File: config.mk
export PLATFORM = sky130hd
export DESIGN_NAME = adc_bus_ctrl
export DESIGN_NICKNAME = d
export VERILOG_FILES = /design/src/rtl/adc_bus_ctrl.sv
export SDC_FILE = /design/constraint.sdc
export NUM_CORES = 1
export LEC_CHECK = 0
export ABC_CLOCK_PERIOD_IN_PS = 2400
export BUFFER_PORTS_ARGS = -buffer_cell sky130_fd_sc_hd__buf_2
export CAP_MARGIN = 20
export CORE_MARGIN = 1.5
export CORE_UTILIZATION = 53
export CTS_CLUSTER_DIAMETER = 120
export CTS_CLUSTER_SIZE = 8
export DETAILED_ROUTE_END_ITERATION = 8
export PLACE_DENSITY_LB_ADDON = 0.2
export SYNTH_ARGS = -nofsm -noshare
export SYNTH_HDL_FRONTEND = slang
export SYNTH_SLANG_ARGS = --single-unit
export TNS_END_PERCENT = 100
File: constraint.sdc
create_clock -name clk -period 2.4 [get_ports clk]
set_input_delay 0.24 -clock clk [delete_from_list [all_inputs] [get_ports clk]]
set_output_delay 0.24 -clock clk [all_outputs]
set_load 0.005 [all_outputs]
File: src/rtl/adc_bus_ctrl.sv
module adc_bus_ctrl #(
  parameter int CS_SETUP    = 12,
  parameter int WR_WIDTH    = 12,
  parameter int WAKE_CYCLES = 8,
  parameter int WDOG_CYCLES = 2000,
  parameter int RD_ACCESS   = 11,
  parameter int HB_ACCESS   = 11,
  parameter int CS_GAP      = 4
) (
  input  logic       clk,
  input  logic       rst_n,
  input  logic       start,
  input  logic [7:0] ctrl_byte,
  output logic [9:0] result,
  output logic       result_valid,
  output logic       busy,
  output logic       timeout_flag,
  output logic       cs_n,
  output logic       wr_n,
  output logic       rd_n,
  output logic       hben,
  output logic [7:0] bus_out,
  output logic       bus_oe,
  input  logic [7:0] bus_in,
  input  logic       int_n
);

  localparam int WR_LAST   = CS_SETUP + WR_WIDTH;
  localparam int WAIT_LAST = WAKE_CYCLES + WDOG_CYCLES - 1;
  localparam int RD_LAST   = RD_ACCESS - 1;
  localparam int HB_LAST   = HB_ACCESS - 1;
  localparam int M1        = (WR_LAST > WAIT_LAST) ? WR_LAST : WAIT_LAST;
  localparam int M2        = (RD_ACCESS > HB_ACCESS) ? RD_ACCESS : HB_ACCESS;
  localparam int M3        = (M1 > M2) ? M1 : M2;
  localparam int CNT_MAX   = (M3 > CS_GAP) ? M3 : CS_GAP;
  localparam int CNT_W     = $clog2(CNT_MAX + 2);

  typedef enum logic [2:0] {
    S_IDLE, S_WRITE, S_WAIT, S_RDLO, S_RDHI, S_DONE
  } state_t;

  state_t           st;
  logic [CNT_W-1:0] cnt;
  logic [7:0]       ctrl_q;
  logic [7:0]       lo_q;

  always_ff @(posedge clk) begin
    if (!rst_n) begin
      st           <= S_IDLE;
      cnt          <= '0;
      ctrl_q       <= '0;
      lo_q         <= '0;
      result       <= '0;
      timeout_flag <= 1'b0;
    end else begin
      case (st)
        S_IDLE: begin
          if (start && cnt == CNT_W'(CS_GAP)) begin
            st           <= S_WRITE;
            cnt          <= '0;
            ctrl_q       <= ctrl_byte;
            timeout_flag <= 1'b0;
          end else if (cnt != CNT_W'(CS_GAP)) begin
            cnt <= cnt + 1'b1;
          end
        end
        S_WRITE: begin
          if (cnt == CNT_W'(WR_LAST)) begin
            st  <= S_WAIT;
            cnt <= '0;
          end else begin
            cnt <= cnt + 1'b1;
          end
        end
        S_WAIT: begin
          if (cnt >= CNT_W'(WAKE_CYCLES) && !int_n) begin
            st  <= S_RDLO;
            cnt <= '0;
          end else if (cnt == CNT_W'(WAIT_LAST)) begin
            st           <= S_IDLE;
            cnt          <= '0;
            timeout_flag <= 1'b1;
          end else begin
            cnt <= cnt + 1'b1;
          end
        end
        S_RDLO: begin
          if (cnt == CNT_W'(RD_LAST)) begin
            lo_q <= bus_in;
            st   <= S_RDHI;
            cnt  <= '0;
          end else begin
            cnt <= cnt + 1'b1;
          end
        end
        S_RDHI: begin
          if (cnt == CNT_W'(HB_LAST)) begin
            result <= {bus_in[1:0], lo_q};
            st     <= S_DONE;
            cnt    <= '0;
          end else begin
            cnt <= cnt + 1'b1;
          end
        end
        S_DONE: begin
          st  <= S_IDLE;
          cnt <= '0;
        end
        default: begin
          st  <= S_IDLE;
          cnt <= '0;
        end
      endcase
    end
  end

  assign cs_n         = !(st == S_WRITE || st == S_RDLO || st == S_RDHI);
  assign wr_n         = !(st == S_WRITE && cnt >= CNT_W'(CS_SETUP) && cnt < CNT_W'(WR_LAST));
  assign bus_oe       = (st == S_WRITE) && (cnt < CNT_W'(WR_LAST));
  assign bus_out      = ctrl_q;
  assign rd_n         = !(st == S_RDLO || st == S_RDHI);
  assign hben         = (st == S_RDHI);
  assign busy         = (st != S_IDLE);
  assign result_valid = (st == S_DONE);

  AST_WR_UNDER_CS: assert property (@(posedge clk) disable iff (!rst_n)
    !wr_n |-> (!cs_n && bus_oe));
  AST_HBEN_IN_READ: assert property (@(posedge clk) disable iff (!rst_n)
    hben |-> (!rd_n && !cs_n));
  AST_VALID_PULSE: assert property (@(posedge clk) disable iff (!rst_n)
    result_valid |=> !result_valid);
  AST_RESULT_HELD: assert property (@(posedge clk) disable iff (!rst_n)
    !$stable(result) |-> result_valid);
  AST_FLAG_STICKY: assert property (@(posedge clk) disable iff (!rst_n)
    (timeout_flag && !start) |=> timeout_flag);
  AST_NO_BUS_FIGHT: assert property (@(posedge clk) disable iff (!rst_n)
    !rd_n |-> !bus_oe);
  AST_START_WHILE_BUSY: assert property (@(posedge clk) disable iff (!rst_n)
    (busy && !cs_n && wr_n && !bus_oe) |=> wr_n);

endmodule

==> results.toml <==
[sta]
rsz0062_at_grt = "no"
finalHoldViolCount = 0
max_slew_margin_pct = 68.1
setup_tns_ns = 0
maxSlewViolCount = 0
finalSetupViolations = 0
period_share_pct = 93.9
fin_skew_ns = 0.00476
fmaxAchievable_ghz = 0.444
worst_pin_slew_ns = 0.474
fin_crit_ns = 2.25

[cts]
clockBufferDepth = 2
clk_latency_ns = 0.29
tritoncts = "done"
clock_sinks = 41
clkSlewWorstSetupHoldPaths_ns = 0.08
cts_max_level = 2
post-cts-setup-buffers = 0
cts_root_buf = "clkbuf_8"
cts-resized-gates = 0
numCtsBuffers = 5
holdBufCountCts = 0

[floorplan]
dieArea_sq_mm = 0.00412
fp.dieW_microns = 64.2
coreArea_sq_mm = 0.00363
ioPinCount = 46
die_h_microns = 64.2
rows = 22
initial_utilization_pct = 54.5

[worst_hold_path]
hp-class = "primary input to flop"
min-delay-start = "bus_in[4]"
hold_depth = 3
holdPathEnd = "lo_q[4]"

[setup_path]
worst-path-stages = 5
crit_chain = "or4_4 > a2111oi_4 > o32ai_2 > o311ai_4 > o22ai_1"
cp-end-kind = "flop"
crit_path_max_fanout = 9
reg2regPathDepth = 5
reg2reg_setup_slack_ns = 0.15
critPathKind = "flop to flop"
crit_slowest_cell = "or4_4"
arrival_ns = 2.42
critPathMaxStageDelay_ns = 0.61
critPathLaunchType = "flop"
worstReg2RegStart = "cnt[7]"
critPathRequiredTime_ns = 2.57
crit_buf_inv = 0
cpLargestDelayFamily = "compound AO/OA/AOI/OAI gates"
r2r_end = "cnt[1]"

[route]
first_pass_iters = 4
wl_mm = 4.06
drc_errors = 0
vias_per_cell = 5.36
drt.antenna.violating_nets = 0
vias = 1629
routedWlPerCell_microns = 13.3
drt_iter0_drc = 107

[yosys]
syn-mean-instance-area_sq_um = 9.30
ys_warn_count = 0
synth_ff_type = "dfxtp_1"
syn_nets = 236
synthArstFlopShare_pct = 0
ys_ff_latch = 41
ys_types = 44
synth_edf_count = 0
netlist_area_sq_mm = 0.00198
netlist_instances = 213
ys_seq_area_share_pct = 41.4

[final_layout]
regArea_sq_um = 821
final_cell_mix = "buf_2, dfxtp_1, nand2_1, mux2i_1, nor2b_1"
syn2layout_area_growth_pct = 19.4
fillers = 338
layout_commonest_cell = "buf_2"
drive_above_1_share_pct = 26.6
antenna_cells = 0
multiInputGateArea_sq_mm = 0.00108
finalNetCount = 278

[run]
cap_violations = 0

[run_status]
outcome = "finished clean"

[placement]
io_buffers = 45
place.gp.congestion = 0.837
dp_hpwl_mm = 2.80

[power]
p_leak_uw = 0.00108
p_per_area_mw_per_mm2 = 712
irDropWorstVdd_mv = 0.536
power_uw = 1680

[global_route]
track_usage_pct = 21.3
grt_pass1_vias = 1525
grt_pass1_wl_mm = 6.83
grt_start_max_net_pins = 35
grt-ovfl-total = 0
grt_antenna_before_repair = 0
[registers in the layout, summed over array words and instances (netlist names)]
name / cells
cnt: 11
timeout_flag: 1
st: 3
lo_q: 8
bus_out: 8
result: 10
[cell usage after synthesis, drive strengths merged (4+ instances only)]
master | instances | share of area (%)
nand2 | 19 | 3.6
nand3 | 16 | 4.3
mux2i | 19 | 9.6
nor3 | 4 | 1.3
a21boi | 11 | 4.2
a21oi | 4 | 1.0
and3 | 5 | 1.6
nor2b | 18 | 5.7
inv | 4 | 0.76
buf | 5 | 1.5
xor2 | 4 | 1.8
xnor2 | 5 | 2.2
dfxtp | 41 | 41
nor2 | 14 | 2.7
clkbuf | 12 | 2.3
[stage by stage]
| step | area, sq um | setup WS (ns) | std cells | util [%] | hold slack (ns) |
|---|---|---|---|---|---|
| 2_1_floorplan | 1980 | 0.286 | 213 | - | 0.396 |
| 3_3_place_gp | 2240 | 0.206 | 296 | 61.8 | 0.449 |
| 3_5_place_dp | 2240 | 0.153 | 296 | 61.8 | 0.456 |
| 4_1_cts | 2360 | 0.119 | 304 | 65.0 | 0.196 |
| 5_1_grt | 2370 | 0.00845 | 304 | 65.1 | 0.202 |
| 6_report | 2370 | 0.147 | 304 | 65.1 | 0.200 |
[layer usage]
metal | global-route usage, % | wire length (microns) | up-vias
met5 | 0 | 0 | -
met4 | 7.71 | 47 | 0
met3 | 7.22 | 203 | 5
met2 | 33.6 | 1970 | 42
met1 | 27.0 | 1840 | 766
li1 | - | - | 816
[area by class of cell]
type	instances	area share, %
clock buffer	7	3.65
tap	48	2.54
inverter	4	0.635
clock inverter	1	1.27
sequential	41	34.7
timing repair buffer	52	11.7
multi-input combinational	151	45.5
[power by group]
| part | internal (uW) | switching [uW] |
|---|---|---|
| sequential | 718 | 45.9 |
| clock | 339 | 228 |
| combinational | 161 | 194 |
| total | 1220 | 468 |
[cell families after synthesis]
family                     after synthesis  synth area share (%)
adders and majority gates                3                  1.89
muxes                                   19                  9.60
xor gates and xnor gates                 9                  3.98
AOI/OAI and AO/OA                       28                  12.4
and+or+nand+nor                         92                  26.2
buffers and inverters                   21                  4.54
DFF                                     41                  41.4
[how the worst max path moves through the flow]
stage,startpoint,to,slack [ns]
3_5_place_dp,cnt[7],cnt[1],0.15
4_1_cts,cnt[7],wr_n,0.12
2_1_floorplan,cnt[7],cnt[1],0.29
6_report,cnt[7],cnt[1],0.15
5_1_grt,cnt[7],cnt[1],0.008
3_3_place_gp,cnt[7],cnt[0],0.21
[tightest hold or removal path: cells and delay by family]
kind | cells | cell delay (ns)
multiplexers | 1 | 0.05
buffers and inverters | 1 | 0.08
AND/OR/NAND/NOR | 1 | 0.09
Power figures use the tool's default switching activity.
